===== src/rtl/cec_msg_pkg.sv =====
// Shared encodings for the CEC message buffer controller.
// Assumes an 8-bit host address space; the address map is fixed.
package cec_msg_pkg;
    typedef enum logic [1:0] {
        ST_IDLE = 2'd0,
        ST_BUSY = 2'd1,
        ST_DONE = 2'd2,
        ST_ERR  = 2'd3
    } xfer_st_e;

    localparam logic [7:0] CMD_NOP  = 8'd0;
    localparam logic [7:0] CMD_SEND = 8'd1;
    localparam logic [7:0] CMD_DROP = 8'd2;
    localparam logic [7:0] CMD_NEXT = 8'd3;

    localparam logic [7:0] A_TX_LEN = 8'h10;
    localparam logic [7:0] A_TX_CMD = 8'h11;
    localparam logic [7:0] A_TX_CLR = 8'h13;
    localparam logic [7:0] A_RX_CMD = 8'h14;
    localparam logic [7:0] A_RX_CLR = 8'h15;
    localparam logic [7:0] A_RX_LEN = 8'h90;
    localparam logic [7:0] A_RX_ST  = 8'h91;
    localparam logic [7:0] A_RX_CNT = 8'h92;
    localparam logic [7:0] A_TX_ST  = 8'h93;
    localparam logic [7:0] A_TX_CNT = 8'h94;
endpackage


===== src/rtl/cec_tx_store.sv =====
// Transmit message store: one message buffer, length check, command
// handling and a byte stream towards the transmit engine.
// Assumes the engine answers with a single result pulse after the last byte.
module cec_tx_store
    import cec_msg_pkg::*;
#(
    parameter int MSG_BYTES = 16,
    localparam int IW = $clog2(MSG_BYTES)
) (
    input  logic          clk,
    input  logic          rst_n,
    input  logic          wr_byte,
    input  logic [IW-1:0] wr_idx,
    input  logic          wr_len,
    input  logic          cmd_we,
    input  logic          clr,
    input  logic [7:0]    wdata,
    input  logic [IW-1:0] rd_idx,
    output logic [7:0]    rd_byte,
    output logic [7:0]    len_o,
    output xfer_st_e      st_o,
    output logic          pend_o,
    output logic          tx_valid,
    output logic [7:0]    tx_data,
    output logic          tx_last,
    input  logic          tx_ready,
    input  logic          tx_res_valid,
    input  logic          tx_res_err
);
    logic [7:0]    buf_q [MSG_BYTES];
    logic [7:0]    len_q;
    xfer_st_e      st_q;
    logic          sending_q;
    logic          pend_q;
    logic [IW-1:0] idx_q;

    logic busy, len_ok, start, abort;
    assign busy   = (st_q == ST_BUSY);
    assign len_ok = (len_q != 8'd0) && (len_q <= 8'(MSG_BYTES));
    assign abort  = cmd_we && (wdata == CMD_DROP);
    assign start  = cmd_we && ((wdata == CMD_SEND) || (wdata == CMD_NEXT)) && !busy;

    // Buffer, length, status and streaming state.
    always_ff @(posedge clk) begin
        if (!rst_n || clr) begin
            for (int i = 0; i < MSG_BYTES; i++) buf_q[i] <= 8'd0;
            len_q     <= 8'd0;
            st_q      <= ST_IDLE;
            sending_q <= 1'b0;
            pend_q    <= 1'b0;
            idx_q     <= '0;
        end else begin
            if (wr_byte && !busy) buf_q[wr_idx] <= wdata;
            if (wr_len && !busy)  len_q <= wdata;
            if (abort) begin
                st_q      <= ST_IDLE;
                sending_q <= 1'b0;
                pend_q    <= 1'b0;
            end else if (start) begin
                if (len_ok) begin
                    st_q      <= ST_BUSY;
                    sending_q <= 1'b1;
                    pend_q    <= 1'b1;
                    idx_q     <= '0;
                end else begin
                    st_q   <= ST_ERR;
                    pend_q <= 1'b0;
                end
            end else begin
                if (sending_q && tx_ready) begin
                    if (tx_last) sending_q <= 1'b0;
                    else         idx_q <= idx_q + IW'(1);
                end
                if (busy && !sending_q && tx_res_valid) begin
                    st_q   <= tx_res_err ? ST_ERR : ST_DONE;
                    pend_q <= tx_res_err;
                end
            end
        end
    end

    // Outputs towards host and engine.
    assign tx_valid = sending_q;
    assign tx_data  = buf_q[idx_q];
    assign tx_last  = sending_q && ((8'(idx_q) + 8'd1) == len_q);
    assign rd_byte  = buf_q[rd_idx];
    assign len_o    = len_q;
    assign st_o     = st_q;
    assign pend_o   = pend_q;
endmodule


===== src/rtl/cec_rx_store.sv =====
// Receive message store: a queue of SLOTS frame buffers filled from the
// receive engine and retired by host commands.
// Assumes rx_valid and rx_end never coincide; an end wins if they do.
module cec_rx_store
    import cec_msg_pkg::*;
#(
    parameter int MSG_BYTES = 16,
    parameter int SLOTS     = 2,
    localparam int IW = $clog2(MSG_BYTES),
    localparam int FW = $clog2(MSG_BYTES + 2),
    localparam int SW = (SLOTS > 1) ? $clog2(SLOTS) : 1,
    localparam int CW = $clog2(SLOTS + 1)
) (
    input  logic          clk,
    input  logic          rst_n,
    input  logic          cmd_we,
    input  logic          clr,
    input  logic [7:0]    wdata,
    input  logic [IW-1:0] rd_idx,
    output logic [7:0]    rd_byte,
    output logic [7:0]    len_o,
    output xfer_st_e      st_o,
    output logic [CW-1:0] cnt_o,
    input  logic          rx_valid,
    input  logic [7:0]    rx_data,
    input  logic          rx_end,
    input  logic          rx_err
);
    logic [7:0]    mem_q  [SLOTS][MSG_BYTES];
    logic [FW-1:0] lens_q [SLOTS];
    logic [SW-1:0] head_q, tail_q;
    logic [CW-1:0] cnt_q;
    logic [FW-1:0] fill_q;
    xfer_st_e      st_q;
    logic          en_q;

    logic full, end_evt, byte_evt, commit, pop, disable_c;

    function automatic logic [SW-1:0] nxt(input logic [SW-1:0] p);
        return (p == SW'(SLOTS - 1)) ? '0 : p + SW'(1);
    endfunction

    // Event decode for engine side and host commands.
    always_comb begin
        full      = (cnt_q == CW'(SLOTS));
        disable_c = cmd_we && (wdata == CMD_DROP);
        end_evt   = en_q && rx_end;
        byte_evt  = en_q && rx_valid && !rx_end;
        commit    = end_evt && !rx_err && !full && (fill_q != '0)
                    && (fill_q <= FW'(MSG_BYTES));
        pop       = cmd_we && (wdata == CMD_NEXT) && (cnt_q != '0);
    end

    // Queue pointers, fill index, status and enable.
    always_ff @(posedge clk) begin
        if (!rst_n || clr) begin
            head_q <= '0;
            tail_q <= '0;
            cnt_q  <= '0;
            fill_q <= '0;
            st_q   <= ST_IDLE;
            en_q   <= 1'b1;
            for (int s = 0; s < SLOTS; s++) lens_q[s] <= '0;
        end else if (disable_c) begin
            en_q   <= 1'b0;
            fill_q <= '0;
            st_q   <= ST_IDLE;
        end else begin
            if (end_evt) begin
                st_q   <= commit ? ST_DONE : ST_ERR;
                fill_q <= '0;
            end else if (byte_evt) begin
                st_q <= ST_BUSY;
                if (fill_q <= FW'(MSG_BYTES)) fill_q <= fill_q + FW'(1);
            end else if (cmd_we && ((wdata == CMD_SEND) || (wdata == CMD_NEXT))
                         && (st_q != ST_BUSY)) begin
                st_q <= ST_IDLE;
            end
            if (cmd_we && (wdata == CMD_SEND)) en_q <= 1'b1;
            if (commit) begin
                lens_q[tail_q] <= fill_q;
                tail_q         <= nxt(tail_q);
            end
            if (pop) head_q <= nxt(head_q);
            cnt_q <= cnt_q + CW'(commit) - CW'(pop);
        end
    end

    // Byte storage; no reset needed since reads are gated by the count.
    always_ff @(posedge clk) begin
        if (byte_evt && !disable_c && !full && (fill_q < FW'(MSG_BYTES)))
            mem_q[tail_q][fill_q[IW-1:0]] <= rx_data;
    end

    assign rd_byte = (cnt_q == '0) ? 8'd0 : mem_q[head_q][rd_idx];
    assign len_o   = (cnt_q == '0) ? 8'd0 : 8'(lens_q[head_q]);
    assign st_o    = st_q;
    assign cnt_o   = cnt_q;
endmodule


===== src/rtl/cec_msg_store.sv =====
// Top of the CEC message buffer controller: host register decode, read
// mux, and the transmit and receive stores.
// Assumes MSG_BYTES is 16 so each byte window spans one address nibble.
module cec_msg_store
    import cec_msg_pkg::*;
#(
    parameter int MSG_BYTES = 16,
    parameter int RX_SLOTS  = 2,
    localparam int IW = $clog2(MSG_BYTES),
    localparam int CW = $clog2(RX_SLOTS + 1)
) (
    input  logic       clk,
    input  logic       rst_n,
    input  logic [7:0] reg_addr,
    input  logic       reg_we,
    input  logic [7:0] reg_wdata,
    output logic [7:0] reg_rdata,
    output logic       tx_valid,
    output logic [7:0] tx_data,
    output logic       tx_last,
    input  logic       tx_ready,
    input  logic       tx_res_valid,
    input  logic       tx_res_err,
    input  logic       rx_valid,
    input  logic [7:0] rx_data,
    input  logic       rx_end,
    input  logic       rx_err
);
    logic          in_tx_win, in_rx_win;
    logic [7:0]    tx_rd, tx_len, rx_rd, rx_len;
    xfer_st_e      tx_st, rx_st;
    logic          tx_pend;
    logic [CW-1:0] rx_cnt;

    assign in_tx_win = (reg_addr[7:4] == 4'h0);
    assign in_rx_win = (reg_addr[7:4] == 4'h8);

    cec_tx_store #(.MSG_BYTES(MSG_BYTES)) u_tx (
        .clk(clk), .rst_n(rst_n),
        .wr_byte(reg_we && in_tx_win), .wr_idx(reg_addr[IW-1:0]),
        .wr_len(reg_we && (reg_addr == A_TX_LEN)),
        .cmd_we(reg_we && (reg_addr == A_TX_CMD)),
        .clr(reg_we && (reg_addr == A_TX_CLR)),
        .wdata(reg_wdata), .rd_idx(reg_addr[IW-1:0]),
        .rd_byte(tx_rd), .len_o(tx_len), .st_o(tx_st), .pend_o(tx_pend),
        .tx_valid(tx_valid), .tx_data(tx_data), .tx_last(tx_last),
        .tx_ready(tx_ready), .tx_res_valid(tx_res_valid), .tx_res_err(tx_res_err)
    );

    cec_rx_store #(.MSG_BYTES(MSG_BYTES), .SLOTS(RX_SLOTS)) u_rx (
        .clk(clk), .rst_n(rst_n),
        .cmd_we(reg_we && (reg_addr == A_RX_CMD)),
        .clr(reg_we && (reg_addr == A_RX_CLR)),
        .wdata(reg_wdata), .rd_idx(reg_addr[IW-1:0]),
        .rd_byte(rx_rd), .len_o(rx_len), .st_o(rx_st), .cnt_o(rx_cnt),
        .rx_valid(rx_valid), .rx_data(rx_data), .rx_end(rx_end), .rx_err(rx_err)
    );

    // Host read mux.
    always_comb begin
        reg_rdata = 8'd0;
        if (in_tx_win)      reg_rdata = tx_rd;
        else if (in_rx_win) reg_rdata = rx_rd;
        else begin
            case (reg_addr)
                A_TX_LEN: reg_rdata = tx_len;
                A_RX_LEN: reg_rdata = rx_len;
                A_RX_ST:  reg_rdata = {6'd0, rx_st};
                A_RX_CNT: reg_rdata = 8'(rx_cnt);
                A_TX_ST:  reg_rdata = {6'd0, tx_st};
                A_TX_CNT: reg_rdata = {7'd0, tx_pend};
                default:  reg_rdata = 8'd0;
            endcase
        end
    end
endmodule


===== config.mk =====
export PLATFORM = sky130hd
export DESIGN_NAME = cec_msg_store
export DESIGN_NICKNAME = d
export VERILOG_FILES = /design/src/rtl/cec_msg_pkg.sv /design/src/rtl/cec_tx_store.sv /design/src/rtl/cec_rx_store.sv /design/src/rtl/cec_msg_store.sv
export SDC_FILE = /design/constraint.sdc
export NUM_CORES = 1
export LEC_CHECK = 0
export BUFFER_PORTS_ARGS = -buffer_cell sky130_fd_sc_hd__buf_2
export CORE_MARGIN = 1.5
export CORE_UTILIZATION = 40
export CTS_BUF_LIST = sky130_fd_sc_hd__clkbuf_2
export CTS_CLUSTER_DIAMETER = 50
export DETAILED_ROUTE_END_ITERATION = 6
export PLACE_DENSITY = 0.59
export REMOVE_ABC_BUFFERS = 1
export SYNTH_ARGS = -nofsm -noshare
export SYNTH_HDL_FRONTEND = slang
export SYNTH_SLANG_ARGS = --single-unit

===== constraint.sdc =====
create_clock -name clk -period 3.5 [get_ports clk]
set_input_delay 0.7 -clock clk [delete_from_list [all_inputs] [get_ports clk]]
set_output_delay 0.7 -clock clk [all_outputs]
set_load 0.05 [all_outputs]

==> results of run 1 <==
-- worst max-delay path: stages, from the launching register on --
cell and delay (ps):
dfxtp_4 430, buf_12 140, buf_8 100, mux4_2 500, mux4_2 480, o211ai_1 170
buf_4 190, a31oi_4 90, buf_6 170
-- worst max path at each step --
stage	startpoint	endpoint	slack [ps]	depth (start not counted)
after global placement	reg_addr[0]	reg_rdata[3]	-220	10
after detailed placement	reg_addr[0]	reg_rdata[3]	-300	10
after CTS	register	reg_rdata[2]	-690	8
after global routing	register	reg_rdata[2]	-690	8
after floorplan	register	reg_rdata[6]	-2490	6
final	register	reg_rdata[2]	-550	8
-- power breakdown --
group / leakage [nW] / internal (mW) / switching [mW]
Sequential: 4.01 / 5.61 / 0.0349
Clock: 0.677 / 1.11 / 2.03
Combinational: 3.06 / 0.235 / 0.371
-- cell usage after synthesis (all sizes together) (2+ instances only) --
cell type / number
edfxtp: 394
and2: 138
mux4: 124
nor2: 90
mux2i: 64
nand2: 55
buf: 36
dfxtp: 33
o21ai: 32
clkbuf: 30
nand3: 25
a22oi: 18
a21oi: 16
inv: 12
xnor2: 10
a31oi: 9
nor4: 9
nand2b: 8
ha: 7
a221oi: 5
a32oi: 5
nand4: 5
nor3: 5
xor2: 5
a22o: 4
nand3b: 4
nor2b: 4
nor3b: 4
or3: 4
a211oi: 3
and3: 3
mux2: 3
o31ai: 3
or2: 3
nand4b: 2
o21a: 2
or3b: 2
or4: 2
-- metrics by stage --
step / hold WS, ps / cells / setup TNS, ps / worst slack [ps]
CTS: 4.34 / 2111 / -7080 / -693
global placement: 464 / 1893 / -981 / -223
floorplan: 448 / 1126 / -17450 / -2490
global route: 56.7 / 2121 / -7050 / -694
detailed placement: 468 / 1893 / -1430 / -299
finish: 109 / 2124 / -4880 / -552
-- layout make-up --
type	count	area, um^2	area share [%]
inverters	12	45.0	0.200
clock inverters	43	186	0.828
flip-flops and latches	427	12500	55.5
clock buffers	141	706	3.13
well taps	615	769	3.42
repair buffers	194	1720	7.64
multi-input cells	687	6580	29.2
diodes	5	12.5	0.0555
-- cell usage in the layout, fill, tap and decap left out, types with 12 or more instances in the layout --
cell      count
a21oi_1      15
a22oi_1      15
and2_1      137
buf_12       12
buf_2        31
buf_4       116
buf_6        14
clkbuf_2    141
clkinv_1     32
dfxtp_1      29
edfxtp_1    394
mux2i_1      56
mux4_2      124
nand2_1      50
nand3_1      22
nor2_1       89
o21ai_0      26
-- metal layers --
metal	GRT usage (%)	share of wire, %	up-vias
li1	-	-	5217
met1	27.3	41	5961
met2	36.0	50	394
met3	4.52	6.2	81
met4	6.58	2.2	0
met5	0	0	-
-- repair_timing --
item                                    in CTS  in global routing
hold endpoints to repair                    18                  0
endpoints found under the setup margin      17                 17
pin swaps                                   13                 18
gates cloned                                 2                  2
resized for setup                           77                 34
setup buffers                               22                  9
hold buffers                                10                  0
-- state kept, by name, indices dropped and copies added, names as in the netlist, 2 cells and up, named ones only --
signal       count
u_tx.st_o        2
u_rx.mem_q     256
u_rx.lens_q     10
u_tx.len_o       8
u_rx.st_o        2
u_tx.idx_q       4
u_rx.fill_q      5
u_rx.cnt_o       2
u_tx.buf_q     128
-- logic make-up (layout without fill, tap and decap cells) --
logic type | Yosys count | in the layout | share of synthesized area (%)
flip-flops | 427 | 427 | 64.8
XOR/XNOR | 15 | 15 | 0.682
other | 0 | 5 | 0
AO/OA/AOI/OAI | 108 | 108 | 3.68
adder cells (fa/ha/maj) | 7 | 7 | 0.455
buffers and inverters | 78 | 390 | 2.03
AND/OR/NAND/NOR | 366 | 366 | 10.3
multiplexers | 191 | 191 | 18.0
==> results.md, run 1 <==
- Status: finished with violations
- Failing checks: setup timing
- Number of synthesized flops with an enable pin: 394
- Pre-antenna DRT Iters: 5
- Residual DRC: 0
- Clk slew on worst S/H paths: 110 ps
- DR WL/cell: 24.4 um
- WHS Endpoint: u_rx.lens_q[0][0]$_SDFFCE_PN0P_
- Clk sinks: 427
- Max IR drop VDD: 273 uV
- Layout cells sized above 1: 34.2%
- H-tree depth: 3
- Cell count after synthesis: 1192
- Min-Delay Startpoint: rx_err
- Min cycle time layout: 4050 ps
- DRT iter0 DRCs: 1044
- Clock Tree Root: clkbuf_2
- Hold Violations, Final: 0
- Max Clk Rate: 0.247 GHz
- Post-synthesis register bit count: 427
- # fillers: 4195
- Final instance area: 22500 um^2
- Register-to-register setup slack: 1120 ps
- Share of Yosys cell area claimed by the top area cell type: 61.4%
- Setup WS post-layout: -552 ps
- Max Cap Viol: 0
- P per Cell Area: 417 nW/um^2
- Max clock buf depth: 3
- Primary FF master, synth: edfxtp_1
- Static Leak: 7.74 nW
- Yosys cell types: 66
- Async set-or-reset flop fraction in the synthesized netlist: 0%
- GRT overflow: 0
- Worst Path Required: 2800 ps
- Setup crit start kind: register
- Worst Path Max Fanout: 6
- Starting Density: 40.4%
- Synth top area cells: edfxtp_1 (61%), mux4_2 (14%), and2_1 (4.4%)
- Worst slew pin tran: 818 ps
- Most area-hungry cell type in the Yosys netlist: edfxtp_1
- RePlAce Congestion: 0.850
- CP Class: register to output port
- RSZ-0062 raised after global routing: yes
- Vias: 11700
- Post-synthesis sequential area ratio: 64.8%
- Max Transition Viols Final: 0
- Largest net degree at the start of global routing: 34
- Post-DRT Antenna Nets: 0
- Die X: 222 um
- Reg2Reg Depth: 6
- Total track usage: 21.2%
- Clock Latency Late Sink: 1110 ps
- Part of the cycle the worst path needs: 116%
- Synth Area per Inst: 16.2 um^2
- Setup Skew: 41.4 ps
- Worst EP arrival: 3350 ps
- Synthesized area: 19300 um^2
- Detailed Route WL: 51800 um
- Total power: 9.40 mW
- Initial antenna violation count: 2
- P&R area growth vs syn: 16.9%
- Post-DP HPWL: 35800 um
- Vias per Instance: 5.49
- Die Span Y: 222 um
- DIE AREA: 49500 um^2
- Core ar.: 47600 um^2
- Placed cell areas: 20800 um^2
- CP Capture Type: output port
- Crit Reg-Reg Startpoint: u_rx.en_q$_SDFFE_PP1P_
- Worst slew margin: 45.3%
- Yosys warnings: 0
- Vias in the first global route: 12000
- Io pins: 51
- R2r endpoint: u_rx.mem_q[1][14]$_DFFE_PP_
- Final Core Density: 47.3%
- Hold depth: 4
- Final nets: 1466
- Core Rows: 80
- CTS tree: built
- Num CTS Buffers: 104
- First-pass GRT wire length: 76300 um
- Hold Path Class: input pin to register
- Port Buffers: 50
- Final setup violation count: 16
Power figures use the tool's default switching activity.
==> inputs of run 2 (changes only) <==
--- a/config.mk
+++ b/config.mk
@@ -7,11 +7,10 @@
 export LEC_CHECK = 0
 export BUFFER_PORTS_ARGS = -buffer_cell sky130_fd_sc_hd__buf_2
 export CORE_MARGIN = 1.5
-export CORE_UTILIZATION = 40
-export CTS_BUF_LIST = sky130_fd_sc_hd__clkbuf_2
+export CORE_UTILIZATION = 30
 export CTS_CLUSTER_DIAMETER = 50
 export DETAILED_ROUTE_END_ITERATION = 6
-export PLACE_DENSITY = 0.59
+export PLACE_DENSITY = 0.48
 export REMOVE_ABC_BUFFERS = 1
 export SYNTH_ARGS = -nofsm -noshare
 export SYNTH_HDL_FRONTEND = slang
==> results.md, run 2 (synthesis results as in run 1) <==
- Final nets: 1395 (-4.8%)
- Residual DRC: 0 (unchanged)
- Post-DP HPWL: 39900 um (+12%)
- # fillers: 6000 (+43%)
- Vias per Instance: 5.11 (-6.8%)
- Sw power: 2.65 mW (+9.0%)
- Max Cap Viol: 0 (unchanged)
- Clock share of power: 44.9% (+12 points)
- Part of the cycle the worst path needs: 107% (-9.1 points)
- Hold Violations, Final: 0 (unchanged)
- Clock Tree Root: clkbuf_16
- P&R area growth vs syn: 20.5%
- Detailed Route WL: 58100 um (+12%)
- Die X: 256 um (+15%)
- Worst Path Max Fanout: 5 (-1)
- Gate power share: 5.3% (-1.1 points)
- GRT overflow: 0 (unchanged)
- Pre-antenna DRT Iters: 5 (unchanged)
- Setup TNS: -470 ps (+4410 ps)
- Commonest non-fill, non-tap cell in the layout: edfxtp_1
- DRT iter0 DRCs: 1016 (-2.7%)
- Largest net degree at the start of global routing: 33 (-2.9%)
- Crit Reg-Reg Startpoint: u_rx.en_q$_SDFFE_PP1P_
- Met2 wire len: 27300 um (+4.5%)
- Vias in the first global route: 11700 (-2.6%)
- Io pins: 51 (unchanged)
- First-pass GRT wire length: 83700 um (+9.8%)
- CTS tree: built
- Worst EP arrival: 3030 ps (-320 ps)
- H-tree depth: 2 (-1)
- Max Used Layer: met5
- Final Core Density: 36.7% (-11 points)
- Total track usage: 17.6% (-3.6 points)
- Max reg flops: 256 (unchanged)
- DR WL/cell: 25.9 um (+6.2%)
- Initial antenna violation count: 1 (-1)
- Crit-path slowest cell: mux4_2
- Seq pwr share: 49.8% (-10 points)
- CP most frequent cell: mux4_2
- Starting Density: 30.4% (-10 points)
- Max clock buf depth: 3 (unchanged)
- Status: finished with violations
- Core Rows: 92 (+15%)
- Failing checks: setup timing
- Final instance area: 23200 um^2 (+3.1%)
- Largest stage delay on the critical path: 520 ps (+20 ps)
- Ant. Diodes: 0 (-5)
- Placed insts: 2127 (+12%)
- Worst Path Required: 2800 ps (about the same)
- Total power: 11.4 mW (+21%)
- RSZ-0062 raised after global routing: yes
- Vias: 11500 (-1.7%)
- Wl on met1: 25000 um (+17%)
- Final setup violation count: 4 (-12)
- Max IR drop VDD: 350 uV (+28%)
- Hold Path Class: input pin to register
- RePlAce Congestion: 0.867 (+2.0%)
- Commonest non-fill, non-tap cells in the layout: edfxtp_1 (394), and2_1 (137), mux4_2 (124)
- Max Transition Viols Final: 0 (unchanged)
- Worst slew margin: 22.2% (-23 points)
- Switching share of power: 23.3% (-2.6 points)
- Layout cells sized above 1: 29.9% (-4.2 points)
- Placed cell areas: 21200 um^2 (+1.9%)
- Clk slew on worst S/H paths: 60 ps (-50 ps)
- Clk sinks: 427 (unchanged)
- Port Buffers: 50 (unchanged)
- Worst slew pin tran: 1160 ps (+345 ps)
- Cts hold-fix bufs: 0 (-10)
- Post-DRT Antenna Nets: 0 (unchanged)
- Final non-filler cell total: 2242 (+5.6%)
- Min cycle time layout: 3730 ps (-319 ps)
- Core ar.: 63300 um^2 (+33%)
- CP cell instances: buf_12, mux4_2, mux4_2, o211ai_1, buf_4, a31oi_4, buf_6
- Setup Skew: 30.1 ps (-11.3 ps)
- Die Span Y: 256 um (+15%)
- DIE AREA: 65700 um^2 (+33%)
- P per Cell Area: 490 nW/um^2 (+18%)
- Min-Delay Startpoint: tx_res_err
- Routed wl met3: 4220 um (+31%)
- Static Leak: 7.76 nW (+0.15%)
- Clock Latency Late Sink: 610 ps (-500 ps)
- Setup crit start kind: register
- Num CTS Buffers: 51 (-51%)
- Max Clk Rate: 0.268 GHz (+8.6%)
- CP Capture Type: output port
- Setup WS post-layout: -233 ps (+319 ps)
- P_int: 8.74 mW (+25%)
- CP Class: register to output port
[run 2: changes by cell type in the layout (fill, tap and decap cells not counted), moves of 7 or more]
cell,change
buf_2,+9
clkbuf_16,+51
clkbuf_2,-141
clkbuf_1,+8
buf_8,-7
clkinv_1,-20
dlygate4sd3_1,-10
[run 2: path summary, 6_finish.rpt]
path                                                     to  slack (ps)  depth (start not counted)
worst max-delay path                           reg_rdata[2]        -230                          7
worst max register to register  u_rx.mem_q[0][44]$_DFFE_PP_         750                          6
worst min register to register    u_rx.st_o[1]$_SDFFE_PP0P_         470                          2
worst min-delay path               u_tx.pend_o$_SDFFE_PP0P_         450                          3
[run 2: per-stage QoR]
step	worst slack [ps]	hold slack [ps]
6_report	-233	454
5_1_grt	-264	435
4_1_cts	-239	411
3_5_place_dp	-147	472
3_3_place_gp	-181	460
2_1_floorplan	-2490	448
[run 2: final cells by class]
| type | instances | area, um^2 | area share (%) |
|---|---|---|---|
| Clock buffer | 60 | 1320 | 5.68 |
| Multi-Input combinational cell | 687 | 6550 | 28.2 |
| Timing Repair Buffer | 176 | 1470 | 6.32 |
| Sequential cell | 427 | 12500 | 53.8 |
| Clock inverter | 34 | 285 | 1.23 |
| Inverter | 12 | 45.0 | 0.194 |
| Tap cell | 846 | 1060 | 4.56 |
[run 2: per-layer routing]
metal  up-vias  GRT usage, %
li1       5012             -
met1      5951          23.9
met2       414          27.8
met3        81          4.09
met4         2          5.67
met5         -             0
[run 2: critical path: cells and delay by family (launching register included)]
kind | cells | cell delay (ps)
multiplexers | 2 | 1010
flip-flops | 1 | 420
buffers and inverters | 3 | 530
AO/OA/AOI/OAI | 2 | 470
[run 2: repair_timing]
action | CTS | global route
cloned | 0 | 3
gates resized for setup | 19 | 40
endpoints found under the setup margin | 8 | 8
buffers inserted | 13 | 7
pin swaps | 3 | 8
[run 2: power by group through the flow]
| stage | clock network [mW] | logic, mW | registers, mW |
|---|---|---|---|
| 6_report | 5.12 | 0.604 | 5.67 |
| 5_1_grt | 5.40 | 0.641 | 5.67 |
| 4_1_cts | 5.21 | 0.604 | 5.67 |
| 3_5_place_dp | 0 | 0.599 | 5.77 |
| 3_3_place_gp | 0 | 0.598 | 5.77 |
| 2_1_floorplan | 0 | 0.246 | 5.75 |
